**config.mk**
```make
export PLATFORM = sky130hd
export DESIGN_NAME = sar_serial_adc
export DESIGN_NICKNAME = d
export VERILOG_FILES = /design/src/rtl/sar_pkg.sv /design/src/rtl/sar_fall_det.sv /design/src/rtl/sar_por.sv /design/src/rtl/sar_seq.sv /design/src/rtl/sar_serial_adc.sv
export SDC_FILE = /design/constraint.sdc
export NUM_CORES = 1
export LEC_CHECK = 0
export CAP_MARGIN = 10
export CORE_ASPECT_RATIO = 2
export CORE_MARGIN = 2
export CORE_UTILIZATION = 55
export CTS_BUF_LIST = sky130_fd_sc_hd__clkbuf_16
export DETAILED_ROUTE_END_ITERATION = 10
export PLACE_DENSITY = 0.81
export SLEW_MARGIN = 5
export SYNTH_ARGS = -nofsm -noshare
export SYNTH_HDL_FRONTEND = slang
export SYNTH_SLANG_ARGS = --single-unit
```
**constraint.sdc**
```tcl
create_clock -name clk -period 4.6 [get_ports clk]
set_input_delay 0.92 -clock clk [delete_from_list [all_inputs] [get_ports clk]]
set_output_delay 0.92 -clock clk [all_outputs]
set_load 0.02 [all_outputs]
```
**src/rtl/sar_pkg.sv**
```systemverilog
package sar_pkg;
    typedef enum logic [1:0] {
        PH_POR  = 2'd0,
        PH_ACQ  = 2'd1,
        PH_CONV = 2'd2
    } phase_e;
endpackage

```
**src/rtl/sar_fall_det.sv**
```systemverilog
module sar_fall_det #(
    parameter int W = 2
) (
    input  logic         clk,
    input  logic         rst_n,
    input  logic [W-1:0] sig,
    output logic [W-1:0] fall
);
    logic [W-1:0] last_q;

    for (genvar i = 0; i < W; i++) begin : g_bit
        always_ff @(posedge clk or negedge rst_n) begin
            if (!rst_n) last_q[i] <= 1'b1;
            else        last_q[i] <= sig[i];
        end
        assign fall[i] = last_q[i] & ~sig[i];
    end
endmodule

```
**src/rtl/sar_por.sv**
```systemverilog
module sar_por #(
    parameter int CYCLES = 125000
) (
    input  logic clk,
    input  logic rst_n,
    output logic ready
);
    localparam int CW = $clog2(CYCLES + 1);
    logic [CW-1:0] cnt_d, cnt_q;

    always_comb begin
        cnt_d = cnt_q;
        if (cnt_q != CW'(CYCLES)) cnt_d = cnt_q + 1'b1;
    end

    always_ff @(posedge clk or negedge rst_n) begin
        if (!rst_n) cnt_q <= '0;
        else        cnt_q <= cnt_d;
    end

    assign ready = (cnt_q == CW'(CYCLES));
endmodule

```
**src/rtl/sar_seq.sv**
```systemverilog
module sar_seq
    import sar_pkg::*;
#(
    parameter int RES  = 12,
    parameter int LEAD = 4
) (
    input  logic           clk,
    input  logic           rst_n,
    input  logic           ready,
    input  logic           cs_lvl,
    input  logic           cs_fall,
    input  logic           sclk_fall,
    input  logic           cmp_hi,
    output logic [RES-1:0] dac,
    output logic [RES-1:0] code,
    output logic           dout,
    output logic           oe,
    output logic           conv,
    output logic           acq,
    output logic           stat
);
    localparam int FRAME = LEAD + RES;
    localparam int CW    = $clog2(FRAME + 1);
    localparam logic [RES-1:0] MID = RES'(1) << (RES - 1);

    typedef struct packed {
        phase_e         phase;
        logic [CW-1:0]  pos;
        logic [RES-1:0] res;
        logic [RES-1:0] trial;
        logic           cs_hi;
    } st_t;

    st_t st_d, st_q;
    logic [CW-1:0] pos_nx;

    always_comb begin
        st_d       = st_q;
        st_d.cs_hi = cs_lvl;
        pos_nx     = st_q.pos + 1'b1;
        unique case (st_q.phase)
            PH_POR: begin
                if (ready) st_d.phase = PH_ACQ;
            end
            PH_ACQ: begin
                if (cs_fall) begin
                    st_d.phase = PH_CONV;
                    st_d.pos   = '0;
                    st_d.res   = '0;
                    st_d.trial = MID;
                end
            end
            PH_CONV: begin
                if (cs_lvl) begin
                    st_d.phase = PH_ACQ;
                end else if (sclk_fall) begin
                    st_d.pos = pos_nx;
                    for (int i = 0; i < RES; i++) begin
                        if (pos_nx == CW'(FRAME - 1 - i)) begin
                            st_d.res[i] = cmp_hi;
                            st_d.trial  = st_d.res | ((RES'(1) << i) >> 1);
                        end
                    end
                    if (pos_nx == CW'(FRAME)) st_d.phase = PH_ACQ;
                end
            end
            default: st_d.phase = PH_POR;
        endcase
    end

    always_ff @(posedge clk or negedge rst_n) begin
        if (!rst_n) begin
            st_q.phase <= PH_POR;
            st_q.pos   <= '0;
            st_q.res   <= '0;
            st_q.trial <= MID;
            st_q.cs_hi <= 1'b1;
        end else begin
            st_q <= st_d;
        end
    end

    always_comb begin
        dout = 1'b0;
        if (st_q.phase == PH_CONV) begin
            for (int i = 0; i < RES; i++) begin
                if (st_q.pos == CW'(FRAME - 1 - i)) dout = st_q.res[i];
            end
        end
    end

    assign dac  = st_q.trial;
    assign code = st_q.res;
    assign oe   = (st_q.phase == PH_CONV);
    assign conv = (st_q.phase == PH_CONV);
    assign acq  = (st_q.phase == PH_ACQ);
    assign stat = st_q.cs_hi;
endmodule

```
**src/rtl/sar_serial_adc.sv**
```systemverilog
module sar_serial_adc #(
    parameter int RES        = 12,
    parameter int LEAD       = 4,
    parameter int POR_CYCLES = 125000
) (
    input  logic           clk,
    input  logic           rst_n,
    input  logic           sclk,
    input  logic           cs_n,
    input  logic           cmp_hi,
    output logic [RES-1:0] dac_code,
    output logic           dout,
    output logic           dout_oe,
    output logic [RES-1:0] code_o,
    output logic           conv_o,
    output logic           acq_o,
    output logic           static_o,
    output logic           ready_o
);
    logic [1:0] fall_w;

    sar_fall_det #(.W(2)) u_edges (
        .clk  (clk),
        .rst_n(rst_n),
        .sig  ({cs_n, sclk}),
        .fall (fall_w)
    );

    sar_por #(.CYCLES(POR_CYCLES)) u_por (
        .clk  (clk),
        .rst_n(rst_n),
        .ready(ready_o)
    );

    sar_seq #(.RES(RES), .LEAD(LEAD)) u_seq (
        .clk      (clk),
        .rst_n    (rst_n),
        .ready    (ready_o),
        .cs_lvl   (cs_n),
        .cs_fall  (fall_w[1]),
        .sclk_fall(fall_w[0]),
        .cmp_hi   (cmp_hi),
        .dac      (dac_code),
        .code     (code_o),
        .dout     (dout),
        .oe       (dout_oe),
        .conv     (conv_o),
        .acq      (acq_o),
        .stat     (static_o)
    );
endmodule

```
==> results.md, run 1 <==
- The Yosys step of the flow raised 0 warnings.
- The worst clock skew is between 4 and 5 ps.
- The fmax is around 260 MHz.
- Summing internal, switching and leakage power gives roughly 1.5 mW.
- The leading register cell type out of synthesis is sky130_fd_sc_hd__dfrtp_1.
- The total number of H-tree levels is 2.
- The setup slack of the critical path after layout is around 740 ps.
- The global-route total usage across every layer is 0.284.
- The share of async-settable or async-resettable flops after synthesis is 1.00.
- Of the cells placed in the final design, the portion with a size suffix greater than 1 is 0.0653.
- Compared with the post-synthesis result, the final layout area differs by 9.48%.
- The shortest clock period the worst path allows after layout is 3860 ps.
- The number of remaining DRC errors is 0.
- The switching power share of the total is 0.419.
- The number of buffers added for setup after CTS is 0.
- The number of cells produced by synthesis is a little under 400.
- The count of filler cells inserted in the layout is about 540.
- The net total in the final layout is a little over 400.
- For this run the aggregate overflow at the end of global routing stands at 0.
- The number of DRC markers in iteration 0 is just under 200.
- The number of clock sinks is 50.
- The clock tree from TritonCTS is done.
- The number of maximum-capacitance constraint violations is 0.
- The fraction of the cycle the final worst path needs is 0.840.
- At the end of routability-driven placement, the weighted congestion stood at approximately 1.0.
- The most common cell after layout, fill and taps aside is sky130_fd_sc_hd__dfrtp_1.
- Clock tree synthesis inserted a total of 5 buffers.
- The run finished with clean final reports.
- The largest buffer count on any clock path is 2.
- The initial core utilization is 0.569.
- Detailed placement ended at an HPWL of 7100 um.
- Entering global routing, the biggest net connects roughly 50 pins.
- The number of storage elements in the synthesis netlist is 50.
- The category of the most critical setup path is reg2out.
- At the pin with the least slew margin, the transition time is 707 ps.
- Each instance of the synthesized netlist takes up on average approximately 8.6 um2.
- The area of the mapped netlist is 0.00342 mm2.
- Data on the critical path is required at its endpoint by 3680 ps.
- Of the total power, registers draw 0.321.
- The area inside the core boundary is approximately 0.0060 mm2.
- The count of final max-slew check failures is 0.
- At the later pin of the worst-skew pair, clock insertion delay measures slightly below 300 ps.
- The count of nets left with antenna violations once routing finished came out at 0.
- The number of gates resized after CTS is 0.
- The maximum ir drop on the vdd rail is between 0.3 and 0.4 mV.
- In the layout the commonest cells are sky130_fd_sc_hd__dfrtp_1 (47), sky130_fd_sc_hd__nand2_1 (42), sky130_fd_sc_hd__clkdlybuf4s50_1 (33), sky130_fd_sc_hd__a21oi_1 (29), sky130_fd_sc_hd__nor2_1 (23).
- The final-layout setup total negative slack is 0 ps.
- Of the synthesized area, sequential elements account for 0.367.
- The worst-path maximum fanout is 14.
- Port buffering added 34 buffers.
- The floorplan step defined a die boundary enclosing between 0.006 and 0.007 mm2.
- The category of the worst setup path launch point is a register.
- Yosys mapped a number of flops with a built-in enable equal to 0.
- After clock tree synthesis, the clock-pin slew on the worst setup and hold paths is around 60 ps.
- The switching power is ~0.64 mW.
- The floorplan has 40 rows.
- Clock tree synthesis selected as its root buffer the cell sky130_fd_sc_hd__clkbuf_16.
- The length of the first detailed-routing pass in iterations is 5.
- The net count after synthesis is roughly 410.
- The number of diodes is 0.
- The final routed wirelength across all metal layers is about 9400 um.
- Setup repair after global routing left no endpoint under its margin.
- STA classifies the critical path endpoint as an output port.
- The die span in y is about 120 um.
- The worst slack at placement is roughly 1100 ps.
- During I/O placement, the number of pins put on the boundary was 35.
- The number of different library cells used by synthesis comes to 62.
- The leakage power of the design is 1.57 nW.
- In the final routed layout, each cell accounts on average for just over 20 um.
- The vias per cell is roughly 6.6.
- Setup violations remaining at the end of the flow were counted as 0.
- The max-slew headroom at the worst pin is 0.524.
- The number of vias in the routed layout is just over 3,000.
- The endpoint arrival time on the critical path is 2940 ps.
- The areal power density over the cells is 410 mW/mm2.
- The number of buffers inserted for hold repair after clock tree synthesis is 0.
- Of the total power, combinational logic draws 0.448.
- The number of endpoints with negative hold slack in the final report is 0.
- The internal portion of the total power is roughly 0.9 mW.
- The number of antenna violations at the first check in global routing came to 0.
- On the final layout, the worst hold slack is 481 ps.
- The path class of the tightest hold or removal check is reg2reg.
- The share of total power dissipated in the clock network is 0.231.
- The number of global-route vias before repair came to a little under 3,000.
- The die is roughly 60 um wide.
- The first global-routing pass estimated 14,600 um of wire.
-- synth_stat cells, drive strengths merged (3+ instances only) --
library cell,instances,area (um2)
a21o,5,37.5
a21oi,29,145
a221oi,5,67.6
a22o,5,43.8
a22oi,3,22.5
a31oi,7,43.8
a32oi,3,26.3
and2,6,37.5
and3,3,18.8
buf,31,215
clkbuf,16,60.1
dfrtp,47,1180
dfstp,3,78.8
ha,11,138
inv,17,63.8
mux2i,6,60.1
nand2,42,158
nand2b,5,38.8
nand3,16,80.1
nand3b,3,22.5
nand4,4,25.0
nor2,23,86.3
nor2b,7,43.8
nor3,5,25.0
nor4,4,25.0
o21ai,27,135
o21bai,3,22.5
o22ai,11,68.8
o31ai,3,22.5
xnor2,11,96.3
xor2,6,52.6
-- registers in the layout, summed over array words and instances (netlist names) --
register,flops
u_por.cnt_q,17
u_seq.code,12
u_seq.dac,12
u_seq.st_q,7
u_edges.last_q,1
u_seq.stat,1
-- worst max-delay path: stages (launching register included) --
cell                              delay (ps)
sky130_fd_sc_hd__dfrtp_1                 490
sky130_fd_sc_hd__inv_1                   100
sky130_fd_sc_hd__ha_1                    390
sky130_fd_sc_hd__and4b_1                 290
sky130_fd_sc_hd__o22ai_1                 150
sky130_fd_sc_hd__a32oi_1                  80
sky130_fd_sc_hd__o22a_1                  210
sky130_fd_sc_hd__o22ai_1                 130
sky130_fd_sc_hd__o311a_1                 200
sky130_fd_sc_hd__clkdlybuf4s50_1         610
-- final timing paths --
kind,from,end,slack [ps],cells after the start
setup / recovery,u_seq.st_q[25]$_DFFE_PN0P_,dout,740,9
hold / removal,u_seq.dac[7]$_DFFE_PN0P_,u_seq.dac[7]$_DFFE_PN0P_,480,1
setup reg to reg,u_seq.st_q[25]$_DFFE_PN0P_,u_seq.dac[4]$_DFFE_PN0P_,1280,8
hold reg to reg,u_seq.dac[7]$_DFFE_PN0P_,u_seq.dac[7]$_DFFE_PN0P_,480,1
max in group asynchronous,rst_n,u_seq.st_q[25]$_DFFE_PN0P_,3440,2
min in group asynchronous,rst_n,u_por.cnt_q[13]$_DFFE_PN0N_,730,2
-- power by group through the flow --
| stage | Sequential [mW] | Clock (mW) | Combinational (mW) |
|---|---|---|---|
| global placement | 0.498 | 0 | 0.671 |
| global route | 0.494 | 0.385 | 0.740 |
| floorplan | 0.493 | 0 | 0.492 |
| CTS | 0.491 | 0.364 | 0.679 |
| finish | 0.493 | 0.355 | 0.687 |
| detailed placement | 0.500 | 0 | 0.676 |
-- routing by layer --
layer,GRT usage,part of all wire,vias up
met3,0.0379,0.043,29
met4,0.173,0.055,0
met2,0.510,0.55,116
met5,0,0,-
met1,0.298,0.35,1490
li1,-,-,1402
-- area by class of cell --
class,count,area [um2],area share
multi-input cells,284,1830,0.488
flip-flops and latches,50,1250,0.335
repair buffers,40,380,0.102
clock buffers,5,125,0.0334
well taps,63,78.8,0.0211
inverters,17,63.8,0.0170
clock inverters,2,15.0,0.00401
-- cell families after synthesis --
logic type / count (synthesis) / share of synthesized area
compound gates: 117 / 0.229
buf+inv: 64 / 0.0992
flops: 50 / 0.367
mux: 7 / 0.0220
xor+xnor: 17 / 0.0435
fa+ha+maj: 11 / 0.0402
simple gates: 132 / 0.199
-- per-stage QoR --
stage | instance area (um2) | instances | utilization
finish | 3740 | 461 | 0.623
floorplan | 3420 | 398 | -
CTS | 3740 | 461 | 0.623
detailed placement | 3600 | 454 | 0.600
global route | 3740 | 461 | 0.623
global placement | 3600 | 454 | 0.600
Note: power is estimated with default switching activity, not from simulation.
==> run 2: changes to the inputs <==
Settings changed: CORE_UTILIZATION 55 to 52, PLACE_DENSITY 0.81 to 0.8.
Clock period 4.6 ns to 3.5 ns, I/O delays scaled along.
==> results.md, run 2 (synthesized netlist as in run 1, its figures left out) <==
- The worst-path maximum fanout was 10 (-4).
- The final estimated routing congestion in global placement is 1.01 (+0.80%).
- The horizontal die dimension is 61.3 um (+2.7%).
- The share of power burned in combinational logic is 0.402 (-0.046).
- The number of antenna violations at the first check in global routing is 0 (unchanged).
- The final routed wirelength across all metal layers is 9590 um (+2.4%).
- In this run the critical register-to-register path is launched from u_seq.st_q[25]$_DFFE_PN0P_.
- The shortest clock period the worst path allows after layout is roughly 3100 ps.
- The kind of capture point of the worst setup path is an output port.
- The count of final max-slew check failures came to 0 (unchanged).
- The area added between synthesis and finish is 12.6%.
- The number of routed nets with antenna violations is 0 (unchanged).
- The wire length of the first global-routing pass is 15,400 um (+5.6%).
- The register with the most flip-flops is u_por.cnt_q.
- The clock-pin transition on the worst setup and hold timing paths is 70 ps (about the same).
- The number of global-route vias before repair is 2,906 (-0.82%).
- The die area is 0.00728 mm2 (+5.5%).
- The number of remaining DRC errors is 0 (unchanged).
- The maximum ir drop on the vdd rail is 0.356 mV (+6.0%).
- In the layout the commonest cells are sky130_fd_sc_hd__dfrtp_1 (44), sky130_fd_sc_hd__nand2_1 (42), sky130_fd_sc_hd__clkdlybuf4s50_1 (32), sky130_fd_sc_hd__a21oi_1 (29), sky130_fd_sc_hd__nor2_1 (23).
- The sequential power share is 0.325 (+0.004).
- The total number of H-tree levels is 2 (unchanged).
- The final-layout setup total negative slack is 0 ps (unchanged).
- The slowest cell on the critical path is sky130_fd_sc_hd__dfrtp_2.
- The endpoint arrival time on the critical path is 2360 ps (-580 ps).
- The net total in the final layout came to 420 (+1.4%).
- The leakage power of the design is 1.63 nW (+4.0%).
- The length of the first detailed-routing pass in iterations is 5 (unchanged).
- The number of buffers added for setup after CTS was 0 (unchanged).
- The required time at the worst-slack endpoint is 2800 ps (-880 ps).
- The flow ran to the end, and the final reports show no timing, DRC or antenna violations.
- The fraction of power consumed by the clock network came to 0.274 (+0.043).
- The most critical setup path has its startpoint at u_seq.st_q[25]$_DFFE_PN0P_.
- STA classifies the critical path startpoint as a register.
- TritonCTS built the clock tree.
- The switching power share of the total is 0.381 (-0.0384).
- The number of vias in the routed layout is 3,045 (+0.26%).
- The half-perimeter wire length of the detailed placement result is 7480 um (+5.3%).
- The switching power is 0.749 mW (+16%).
- Based on the critical path, the design can be clocked at up to 327 MHz.
- The flip-flop count of the largest register, all copies and words added is 17 (unchanged).
- The maximum number of pins on one net before global-route repair is 41 (-20%).
- The worst min-delay path startpoint is u_por.cnt_q[15]$_DFFE_PN0N_.
- The actual slew at the worst max-slew pin is 886 ps (+179 ps).
- The total congestion overflow is 0 (unchanged).
- The clock network latency to the later pin of the worst-skew pair came to 290 ps (about the same).
- The vias per cell was 6.20 (-5.9%).
- The root buffer selected by CTS is sky130_fd_sc_hd__clkbuf_16.
- The global-route total usage across every layer was 0.284 (about the same).
- The layout cell share with drive strength beyond 1 is 0.0864 (+0.0211).
- The setup-violating endpoint count in the final report was 0 (unchanged).
- The number of buffers inserted for hold repair after clock tree synthesis is 0 (unchanged).
- The area inside the core boundary is 0.00636 mm2 (+5.9%).
- The critical path goes through ha_1 > and3_1 > ha_1 > nand2_1 > o22ai_1 > a32oi_1 > o22a_1 > o22ai_1 > o311a_1 > dlymetal6s2s_1.
- The count of filler cells inserted in the layout came to 603 (+11%).
- The number of gates resized after CTS was 0 (unchanged).
- The CTS buffer count is 5 (unchanged).
- The largest buffer count on any clock path is 2 (unchanged).
- The setup slack of the worst register-to-register path is 570 ps (-710 ps).
- Setup repair after global routing left no endpoint under its margin.
- The critical path's largest stage delay is 440 ps (-170 ps).
- The most common cell after layout, fill and taps aside is sky130_fd_sc_hd__dfrtp_1.
- The number of clock sinks was 50 (unchanged).
- The internal cell power is 1.22 mW (+37%).
- The number of top-level pins was 35 (unchanged).
- The count of input and output buffers is 34 (unchanged).
- The number of DRC markers in iteration 0 is 209 (+6.6%).
- The final design utilization is 0.605 (-0.0181).
- The die span in y is 119 um (+2.7%).
- The category of the most critical setup path is reg2out.
- The initial core utilization was 0.538 (-0.0318).
- The number of endpoints with negative hold slack in the final report is 0 (unchanged).
- The areal power density over the cells is 511 mW/mm2 (+25%).
- The fraction of the cycle the final worst path needs is 0.873.
- The number of maximum-capacitance constraint violations is 0 (unchanged).
- The row count is 41 (+2.5%).
- The worst hold path belongs to the class reg2reg.
- The number of diodes is 0 (unchanged).
- The average wire per standard cell is 19.5 um (-3.9%).
- The worst clock skew is 8.37 ps (+4.02 ps).
- The max-slew headroom at the worst pin is 0.409 (-0.115).
## run 2: cell types whose count changed in the layout (fill, tap and decap cells not counted)
cell,change
sky130_fd_sc_hd__buf_4,+6
sky130_fd_sc_hd__clkinvlp_4,-1
sky130_fd_sc_hd__bufinv_16,+1
sky130_fd_sc_hd__dlymetal6s2s_1,+1
sky130_fd_sc_hd__dfrtp_2,+3
sky130_fd_sc_hd__dfrtp_1,-3
sky130_fd_sc_hd__inv_1,+1
sky130_fd_sc_hd__clkdlybuf4s50_1,-1
## run 2: area by class of cell
| cell class | instances | area [um2] | share of cell area |
|---|---|---|---|
| multi-input combinational | 284 | 1830 | 0.474 |
| clock inverter | 3 | 41.3 | 0.0107 |
| tap | 86 | 108 | 0.0279 |
| clock buffer | 5 | 125 | 0.0325 |
| sequential | 50 | 1260 | 0.327 |
| inverter | 17 | 63.8 | 0.0166 |
| timing repair buffer | 46 | 428 | 0.111 |
## run 2: worst paths after layout
check / end / cells past startpoint
max: dout / 10
min: u_por.cnt_q[15]$_DFFE_PN0N_ / 1
max reg2reg: u_seq.dac[0]$_DFFE_PN0P_ / 9
min reg2reg: u_por.cnt_q[15]$_DFFE_PN0N_ / 1
max in group asynchronous: u_seq.stat$_DFF_PN1_ / 2
min in group asynchronous: u_por.cnt_q[14]$_DFFE_PN0N_ / 1
## run 2: critical path: cells and delay by family, from the launching register on
family / cells / cell delay [ps]
AND/OR/NAND/NOR: 2 / 260
AO/OA/AOI/OAI: 5 / 790
buffers and inverters: 1 / 220
flip-flops: 1 / 440
adder cells (fa/ha/maj): 2 / 350
## run 2: power by group through the flow
stage	combinational, mW	sequential (mW)	clock, mW
final	0.791	0.639	0.539
after global placement	0.770	0.645	0
after floorplan	0.647	0.647	0
after CTS	0.783	0.637	0.548
after global routing	0.859	0.644	0.575
after detailed placement	0.779	0.647	0
## run 2: metal layers
| layer | vias to the layer above | part of all wire | global-route usage |
|---|---|---|---|
| met1 | 1464 | 0.36 | 0.321 |
| met5 | - | 0 | 0 |
| met4 | 0 | 0.071 | 0.180 |
| li1 | 1412 | - | - |
| met2 | 119 | 0.53 | 0.479 |
| met3 | 50 | 0.040 | 0.0284 |
## run 2: per-stage QoR
step	power, mW	instance area (um2)	worst slack (ps)	hold slack [ps]	std cells
after CTS	1.97	3840	37.7	478	491
after detailed placement	1.43	3680	353	466	483
after global routing	2.08	3850	331	511	491
after global placement	1.42	3680	396	462	483
after floorplan	1.29	3420	764	404	398
final	1.97	3850	443	477	491
